$ cat src/rtl/pfs_pkg.sv
package pfs_pkg;
   typedef enum logic [2:0] {
      PS_S0 = 3'd0,
      PS_S1 = 3'd1,
      PS_S3 = 3'd3,
      PS_S4 = 3'd4,
      PS_S5 = 3'd5,
      PS_G3 = 3'd7
   } pstate_e;

   typedef enum logic {CLR_ON_ONE, CLR_ON_ZERO} clr_kind_e;

   localparam int BIT_MAIN  = 0;
   localparam int BIT_VRM   = 1;
   localparam int BIT_WIDTH = 2;
   localparam int NBITS     = 3;

   function automatic clr_kind_e clr_kind(input int idx);
      return (idx == BIT_VRM) ? CLR_ON_ZERO : CLR_ON_ONE;
   endfunction

   function automatic logic is_running(input logic [2:0] s);
      return (s == PS_S0) || (s == PS_S1);
   endfunction

   function automatic logic is_deep_sleep(input logic [2:0] s);
      return (s == PS_S4) || (s == PS_S5);
   endfunction
endpackage

$ cat src/rtl/pfs_sync.sv
module pfs_sync #(
   parameter int WIDTH  = 1,
   parameter int STAGES = 2
) (
   input  logic             clk,
   input  logic             rst_n,
   input  logic [WIDTH-1:0] d,
   output logic [WIDTH-1:0] q
);
   logic [WIDTH-1:0] chain [STAGES];

   initial begin
      assert (STAGES >= 2) else $error("pfs_sync: STAGES must be at least 2");
   end

   for (genvar s = 0; s < STAGES; s++) begin : g_stage
      always_ff @(posedge clk or negedge rst_n) begin
         if (!rst_n) chain[s] <= '0;
         else if (s == 0) chain[s] <= d;
         else chain[s] <= chain[(s == 0) ? 0 : s-1];
      end
   end

   assign q = chain[STAGES-1];
endmodule

$ cat src/rtl/pfs_width_timer.sv
module pfs_width_timer
   import pfs_pkg::*;
#(
   parameter int CW = 4
) (
   input  logic          clk,
   input  logic          rst_n,
   input  logic          tick,
   input  logic          sleep_n,
   input  logic          rsm_rst_n,
   input  logic [2:0]    pwr_state,
   input  logic [CW-1:0] limit,
   output logic          viol
);
   logic          sleep_q;
   logic          rsm_q;
   logic          running;
   logic [CW-1:0] cnt;
   logic [CW-1:0] cnt_nx;
   logic          arm_sleep;
   logic          arm_rsm;
   logic          release_ev;

   assign arm_sleep  = sleep_q & ~sleep_n & is_deep_sleep(pwr_state);
   assign arm_rsm    = ~rsm_q & rsm_rst_n & (pwr_state == PS_G3);
   assign release_ev = ~sleep_q & sleep_n;
   assign cnt_nx     = cnt + CW'(1);
   assign viol       = running & release_ev & rsm_rst_n;

   always_ff @(posedge clk or negedge rst_n) begin
      if (!rst_n) begin
         sleep_q <= 1'b1;
         rsm_q   <= 1'b1;
      end else begin
         sleep_q <= sleep_n;
         rsm_q   <= rsm_rst_n;
      end
   end

   always_ff @(posedge clk or negedge rst_n) begin
      if (!rst_n) begin
         running <= 1'b0;
         cnt     <= '0;
      end else if (!rsm_rst_n) begin
         running <= 1'b0;
         cnt     <= '0;
      end else if (arm_sleep || arm_rsm) begin
         running <= 1'b1;
         cnt     <= '0;
      end else if (running) begin
         if (release_ev) begin
            running <= 1'b0;
         end else if (tick) begin
            cnt <= cnt_nx;
            if (cnt_nx >= limit) running <= 1'b0;
         end
      end
   end
endmodule

$ cat src/rtl/pfs_sticky_bit.sv
module pfs_sticky_bit
   import pfs_pkg::*;
#(
   parameter clr_kind_e KIND = CLR_ON_ONE
) (
   input  logic clk,
   input  logic rst_n,
   input  logic set,
   input  logic hw_clr,
   input  logic wr_en,
   input  logic wr_val,
   output logic q
);
   logic sw_clr;

   if (KIND == CLR_ON_ONE) begin : g_w1c
      assign sw_clr = wr_en & wr_val;
   end else begin : g_w0c
      assign sw_clr = wr_en & ~wr_val;
   end

   always_ff @(posedge clk or negedge rst_n) begin
      if (!rst_n)      q <= 1'b0;
      else if (hw_clr) q <= 1'b0;
      else if (set)    q <= 1'b1;
      else if (sw_clr) q <= 1'b0;
   end
endmodule

$ cat src/rtl/pwr_fault_status.sv
module pwr_fault_status
   import pfs_pkg::*;
#(
   parameter int TICKS_PER_SEC = 32768,
   parameter int SYNC_STAGES   = 2
) (
   input  logic       clk,
   input  logic       rst_n,
   input  logic       tick,
   input  logic       rsm_rst_n,
   input  logic       sleep_n,
   input  logic       vrm_pg,
   input  logic       main_pg,
   input  logic [2:0] pwr_state,
   input  logic [1:0] min_sel,
   input  logic       wr_en,
   input  logic [2:0] wr_data,
   output logic [2:0] rd_data
);
   localparam int CW = $clog2(4 * TICKS_PER_SEC + 1);

   initial begin
      assert (TICKS_PER_SEC >= 1) else $error("pwr_fault_status: TICKS_PER_SEC must be positive");
      assert (SYNC_STAGES >= 2) else $error("pwr_fault_status: SYNC_STAGES must be at least 2");
   end

   logic [1:0]       pg_sync;
   logic             main_q;
   logic             vrm_smp;
   logic             main_fall;
   logic             vrm_fall;
   logic             width_viol;
   logic [CW-1:0]    limit;
   logic [NBITS-1:0] set_vec;
   logic [NBITS-1:0] hwclr_vec;

   pfs_sync #(.WIDTH(2), .STAGES(SYNC_STAGES)) u_sync (
      .clk   (clk),
      .rst_n (rst_n),
      .d     ({vrm_pg, main_pg}),
      .q     (pg_sync)
   );

   always_ff @(posedge clk or negedge rst_n) begin
      if (!rst_n) begin
         main_q  <= 1'b0;
         vrm_smp <= 1'b0;
      end else begin
         main_q <= pg_sync[0];
         if (tick) vrm_smp <= pg_sync[1];
      end
   end

   assign main_fall = main_q & ~pg_sync[0] & is_running(pwr_state);
   assign vrm_fall  = tick & vrm_smp & ~pg_sync[1] & is_running(pwr_state);

   assign limit = CW'(TICKS_PER_SEC) * CW'({1'b0, min_sel} + 3'd1);

   pfs_width_timer #(.CW(CW)) u_timer (
      .clk       (clk),
      .rst_n     (rst_n),
      .tick      (tick),
      .sleep_n   (sleep_n),
      .rsm_rst_n (rsm_rst_n),
      .pwr_state (pwr_state),
      .limit     (limit),
      .viol      (width_viol)
   );

   always_comb begin
      set_vec              = '0;
      hwclr_vec            = '0;
      set_vec[BIT_MAIN]    = main_fall;
      set_vec[BIT_VRM]     = vrm_fall;
      set_vec[BIT_WIDTH]   = width_viol;
      hwclr_vec[BIT_MAIN]  = (pwr_state == PS_G3);
      hwclr_vec[BIT_WIDTH] = ~rsm_rst_n;
   end

   for (genvar i = 0; i < NBITS; i++) begin : g_bit
      pfs_sticky_bit #(.KIND(clr_kind(i))) u_bit (
         .clk    (clk),
         .rst_n  (rst_n),
         .set    (set_vec[i]),
         .hw_clr (hwclr_vec[i]),
         .wr_en  (wr_en),
         .wr_val (wr_data[i]),
         .q      (rd_data[i])
      );
   end
endmodule

$ cat config.mk
export PLATFORM = sky130hd
export DESIGN_NAME = pwr_fault_status
export DESIGN_NICKNAME = d
export VERILOG_FILES = /design/src/rtl/pfs_pkg.sv /design/src/rtl/pfs_sync.sv /design/src/rtl/pfs_width_timer.sv /design/src/rtl/pfs_sticky_bit.sv /design/src/rtl/pwr_fault_status.sv
export SDC_FILE = /design/constraint.sdc
export NUM_CORES = 1
export LEC_CHECK = 0
export BUFFER_PORTS_ARGS = -buffer_cell sky130_fd_sc_hd__buf_4
export CELL_PAD_IN_SITES_DETAIL_PLACEMENT = 1
export CELL_PAD_IN_SITES_GLOBAL_PLACEMENT = 2
export CORE_MARGIN = 10
export CORE_UTILIZATION = 36
export CTS_CLUSTER_DIAMETER = 60
export DETAILED_ROUTE_END_ITERATION = 10
export PLACE_DENSITY_LB_ADDON = 0.15
export SLEW_MARGIN = 20
export SYNTH_ARGS = -nofsm -noshare
export SYNTH_HDL_FRONTEND = slang
export SYNTH_SLANG_ARGS = --single-unit
$ cat constraint.sdc
create_clock -name clk -period 3.3 [get_ports clk]
set_clock_uncertainty 0.2 [all_clocks]
set_input_delay 0.165 -clock clk [delete_from_list [all_inputs] [get_ports clk]]
set_output_delay 0.165 -clock clk [all_outputs]
set_load 0.02 [all_outputs]
# Yosys cells after proc, flatten, opt, wreduce, memory -nomap -nowiden

Index checks and enable logic that the tools add are counted.

Bits in registers: 30
Bits of input ports: 16
Output and inout bits: 3
Word-level logic and storage cells: 69

$add $sub $neg: 2
$lt $le $gt $ge: 1
Eq/ne operators: 8
Muxes and demuxes: 19
Bitwise logic cells: 21
Reductions and logical operators: 7

Operator list:

| kind                    | number |
|---|---|
| $mux W18                | 5 |
| $add A18 B1 Y18 const B | 1 |
| $ge A18 B18 Y1          | 1 |
| $and A1 B1 Y1           | 15 |
| $mux W1                 | 14 |
| $eq A3 B3 Y1 const B    | 3 |
| $ne A3 B1 Y1 const B    | 2 |
| $not A1 Y1              | 6 |
| $add A2 B1 Y3 const B   | 1 |
| $eq A3 B1 Y1 const B    | 1 |
| $logic_not A3 Y1        | 1 |
| $logic_or A1 B1 Y1      | 3 |
| $ne A3 B2 Y1 const B    | 1 |
| $ne A3 B3 Y1 const B    | 1 |
| $reduce_and A3 Y1       | 1 |
| $reduce_bool A3 Y1      | 1 |
| $reduce_bool A2 Y1      | 1 |

# Logic depth before layout (Yosys ltp)

Word-level depth: 8
Gate-level depth with buffers: 12
Depth with buffers taken out: 10

# Hierarchy

From an unflattened synthesis, not the netlist that was laid out.

Cell total of the unflattened synthesis: 232
Area, all modules: 2063.2 µm²

Modules (own cells, without submodules):

| module                               | times used | cells an instance | area an instance (µm²) | sequential area each (µm²) |
|---|---|---|---|---|
| pfs_width_timer                      | 1          | 203               | 1686.6                 | 528.0 |
| pwr_fault_status                     | 1          | 11                | 127.6                  | 50.0 |
| pfs_sync                             | 1          | 6                 | 115.1                  | 100.1 |
| pfs_sticky_bit at g_bit[0].u_bit ... | 2          | 4                 | 41.3                   | 25.0 |
| pfs_sticky_bit at g_bit[1].u_bit     | 1          | 4                 | 51.3                   | 25.0 |

# Least setup slack after synthesis

OpenSTA, ideal clock, no wires.

Path type: reg-to-reg
Start point: register u_timer.cnt[4]
End point: register u_timer.running
Setup time: 0.122 ns
Data arrival time: 2.227 ns
Data required time: 2.978 ns
Path slack: 0.752 ns
Cell stages (with the launch flop): 13
Path buffers: 2
Period minus slack after synthesis: 2.548 ns
Cells stage by stage: dfrtp_1 buf_2 and4_1 buf_4 nand4_4 nor2_1 and3_1 xor2_1 ha_1 nand4_1 a211oi_2 o2111ai_1 a32o_1

Word-level cells in the longest chain between the ends: 8

RTL lines:

| element                | RTL line              | text |
|---|---|---|
| start, declared        | pfs_width_timer.sv:18 | `logic [CW-1:0] cnt;` |
| start signal, assigned | pfs_width_timer.sv:54 | `cnt <= cnt_nx;` |
| $add A18 B1 Y18        | pfs_width_timer.sv:27 | `assign cnt_nx = cnt + CW'(1);` |
| $ge A18 B18 Y1         | pfs_width_timer.sv:55 | `if (cnt_nx >= limit) running <= 1'b0;` |
| $mux W1                | pfs_width_timer.sv:55 |  |
| $mux W1                | pfs_width_timer.sv:53 | `end else if (tick) begin` |
| $mux W1                | pfs_width_timer.sv:51 | `if (release_ev) begin` |
| $mux W1                | pfs_width_timer.sv:50 | `end else if (running) begin` |
| $mux W1                | pfs_width_timer.sv:47 | `end else if (arm_sleep \|\| arm_rsm) begin` |
| $mux W1                | pfs_width_timer.sv:44 | `end else if (!rsm_rst_n) begin` |
| end signal, assigned   | pfs_width_timer.sv:45 | `running <= 1'b0;` |
| end signal, assigned   | pfs_width_timer.sv:48 | `running <= 1'b1;` |
| end signal, assigned   | pfs_width_timer.sv:52 | `running <= 1'b0;` |
| end, declared          | pfs_width_timer.sv:17 | `logic running;` |

Every way passes these cells.
A chain may end at the register's enable or synchronous reset.

# Worst setup path in the final report

Start point: register u_timer.cnt[0]
End point: register u_timer.running

Same word-level chain as after synthesis.

==> results.sh <==
export IMPL_status="completed"
export IMPL_post_cts_buffers=0
export IMPL_grt_max_degree=31
export IMPL_io_buffer_count=18
export IMPL_hold_violations=0
export IMPL_cp_required_ns=3.28
export IMPL_nets=229
export IMPL_io_pins=19
export IMPL_first_iter_violations=28
export IMPL_cts_htree_levels=2
export IMPL_grtUsageMet2_pct=18.0
export IMPL_report_final_slew_viol_count=0
export IMPL_startpoint="u_timer.cnt[0]"
export IMPL_routed_wl_um=4370
export IMPL_clock_path_buffers=2
export IMPL_fin_crit_sh_pct=90.1
export IMPL_pwr_share_seq_pct=41.2
export IMPL_syn_to_final_growth_pct=21.2
export IMPL_synth_area_um2=1760
export IMPL_postSynthCellCount=185
export IMPL_rsz0062_at_grt="no"
export IMPL_crit_chain="ha_1 > and3_1 > nand2_1 > nor3_1 > xor2_1 > ha_1 > nand4_1 > a211oi_2 > o2111ai_1 > a32o_1"
export IMPL_drive_above_1_share_pct=16.3
export IMPL_clk_latency_ns=0.29
export IMPL_coreArea_um2=4720
export IMPL_firstDrtPassIters=4
export IMPL_combPwrFrac_pct=7.8
export IMPL_fin_tns_setup_ns=0
export IMPL_dp_hpwl_um=3180
export IMPL_crit_top_cell="ha_1"
export IMPL_cts_buffers=5
export IMPL_leakagePower_nw=0.927
export IMPL_grt_pass1_wl_um=7730
export IMPL_cp_start_kind="flip-flop"
export IMPL_grt_usage_pct=11.5
export IMPL_path_max_fanout=8
export IMPL_grt_use_met3_pct=3.41
export IMPL_swShare_pct=21.3
export IMPL_slowest_stage="dfrtp_1"
export IMPL_dp_slack_ns=0.417
export IMPL_die_area_um2=8090
export IMPL_gp_congestion=0.824
export IMPL_drv_cap=0
export IMPL_worst_pin_slew_ns=0.678
export IMPL_die_h_um=89.9
export IMPL_num_antenna_cells=0
export IMPL_cts_root_buf="clkbuf_8"
export IMPL_start_util_pct=37.3
export IMPL_yosysWarnings=0
export IMPL_period_needed_ns=2.97
export IMPL_grt_use_met1_pct=14.5
export IMPL_p_int_w=0.000736
export IMPL_slew_headroom_pct=54.7
export IMPL_antenna_found_initial=0
export IMPL_final_setup_viol_count=0
export IMPL_grt_remaining_overflow=0
export IMPL_grt_most_used_layer="met2"
export IMPL_syn_nets=207
export IMPL_viasPerCell=5.13
export IMPL_peakVddDrop_mv=0.235
export IMPL_worstSetupEndpointType="flip-flop"
export IMPL_synth_cell_types=43
export IMPL_worst_endpoint_arrival_ns=2.95
export IMPL_ys_ff_latch=30
export IMPL_avgSynthCellArea_um2=9.52
export IMPL_p_sw_w=0.000199
export IMPL_die_x_um=89.9
export IMPL_post_cts_resized=0
export IMPL_hold_path_class="in -> reg"
export IMPL_cts_hold_fix_buffers=9
export IMPL_drc=0
export IMPL_max_clock_freq_mhz=336
export IMPL_grt_pass1_vias=1531
export IMPL_yosysSeqAreaShare_pct=42.8
export IMPL_ant_nets=0
export IMPL_p_per_area_nw_per_um2=438
export IMPL_min_from="pwr_state[1]"
export IMPL_reg2reg_from="u_timer.cnt[0]"
export IMPL_clock_sinks=30
export IMPL_worstSetupPathType="reg -> reg"
export IMPL_num_vias=1410
export IMPL_max_stage_delay_ns=0.48
export IMPL_fin_ws_ns=0.325
export IMPL_rows=25
export IMPL_clkPwrFrac_pct=51.0
export IMPL_wl_per_cell_um=15.9
export IMPL_cts_tree="built"
export IMPL_clkTransAtPathRegs_ns=0.07
state kept, by name, summed over array words and instances (netlist names):
name	flops
u_timer.running	1
vrm_smp	1
u_timer.cnt	18
u_timer.sleep_q	1
u_sync.q	2
main_q	1
u_sync.chain	2
u_timer.rsm_q	1
g_bit.u_bit.q	3
worst max-delay path: cells and delay by family, from the launching register on:
| kind | cells | cell delay, ns |
|---|---|---|
| and+or+nand+nor | 4 | 0.87 |
| AOI/OAI and AO/OA | 3 | 0.61 |
| adders and majority gates | 2 | 0.56 |
| DFF | 1 | 0.48 |
| xor gates and xnor gates | 1 | 0.13 |
power by group through the flow:
stage               sequential [W]  combinational, W  clock (W)
finish                    0.000385         0.0000731   0.000477
global route              0.000386         0.0000828   0.000500
CTS                       0.000385         0.0000752   0.000484
detailed placement        0.000392         0.0000639          0
global placement          0.000391         0.0000619          0
floorplan                 0.000390         0.0000330          0
routing by layer:
layer  wire length [um]  share of wire (%)
met4                 88                2.0
met5                  0                  0
met2               2100                 48
met3                145                3.3
met1               2030                 46
cell usage after synthesis, drive strengths merged:
cell	instances	area, um2
dfrtp	28	701
nor2	26	97.6
nand2	17	63.8
xnor2	15	131
nand4	9	77.6
buf	8	62.6
xor2	8	70.1
inv	7	26.3
nand3	7	35.0
ha	6	75.1
o21ai	6	30.0
clkbuf	4	16.3
nor3	4	20.0
nor3b	4	30.0
nor4	4	31.3
and3	3	18.8
and4	3	26.3
a211o	2	17.5
a21oi	2	10.0
and2	2	12.5
dfstp	2	52.6
mux2i	2	20.0
nor2b	2	12.5
a211oi	1	12.5
a21bo	1	10.0
a21boi	1	7.51
a22oi	1	7.51
a32o	1	10.0
a32oi	1	8.76
mux2	1	11.3
nand2b	1	6.26
nand3b	1	7.51
nor4b	1	8.76
o2111ai	1	8.76
o211a	1	10.0
or3	1	6.26
or4	1	7.51
kinds of logic (layout without fill, tap and decap cells):
kind of cell             after synthesis  in the layout  synth area share, %
AO/OA/AOI/OAI                         18             18                 7.53
XOR/XNOR                              23             23                 11.4
adder cells (fa/ha/maj)                6              6                 4.26
buffers and inverters                 19             42                 5.97
flip-flops                            30             30                 42.8
multiplexers                           3              3                 1.78
AND/OR/NAND/NOR                       86             86                 26.2
layout make-up:
class / instances / area (um2)
Fill cell: 556 / 2590
Multi-Input combinational cell: 136 / 902
Sequential cell: 30 / 753
Timing Repair Buffer: 27 / 225
Tap cell: 67 / 83.8
Clock buffer: 6 / 82.6
Clock inverter: 2 / 60.1
Inverter: 7 / 26.3
metrics by stage:
stage	utilization (%)	total power, W	hold WS, ns	cell area [um2]	cells
2_1_floorplan	-	0.000423	-0.331	1760	185
4_1_cts	45.2	0.000945	0.00369	2130	275
3_5_place_dp	40.2	0.000456	-0.0781	1900	258
5_1_grt	45.2	0.000969	0.0494	2130	275
6_report	45.2	0.000935	0.00472	2130	275
3_3_place_gp	40.2	0.000453	-0.0873	1900	258
path summary, 6_finish.rpt:
check	to	slack, ns	cells past startpoint
setup / recovery	u_timer.running	0.33	10
hold / removal	g_bit[1].u_bit.q	0.005	4
setup reg to reg	u_timer.running	0.33	10
hold reg to reg	u_sync.q[0]	0.16	0
max in group asynchronous	u_timer.rsm_q	2.44	2
min in group asynchronous	u_timer.cnt[10]	0.14	2
layout by cell type, fill, tap and decap left out, drive strengths merged, types with 2 or more instances in the layout:
| cell | Yosys | routed |
|---|---|---|
| nand2 | 17 | 17 |
| a21oi | 2 | 2 |
| ha | 6 | 6 |
| nor3b | 4 | 4 |
| nand4 | 9 | 9 |
| dlygate4sd3 | 0 | 9 |
| and2 | 2 | 2 |
| and3 | 3 | 3 |
| mux2i | 2 | 2 |
| dfrtp | 28 | 28 |
| clkbuf | 4 | 6 |
| nor3 | 4 | 4 |
| bufinv | 0 | 2 |
| and4 | 3 | 3 |
| nor2b | 2 | 2 |
| xor2 | 8 | 8 |
| dfstp | 2 | 2 |
| inv | 7 | 7 |
| o21ai | 6 | 6 |
| nor4 | 4 | 4 |
| xnor2 | 15 | 15 |
| nor2 | 26 | 26 |
| a211o | 2 | 2 |
| buf | 8 | 18 |
| nand3 | 7 | 7 |
No activity file was read; power rests on OpenSTA's default activity.
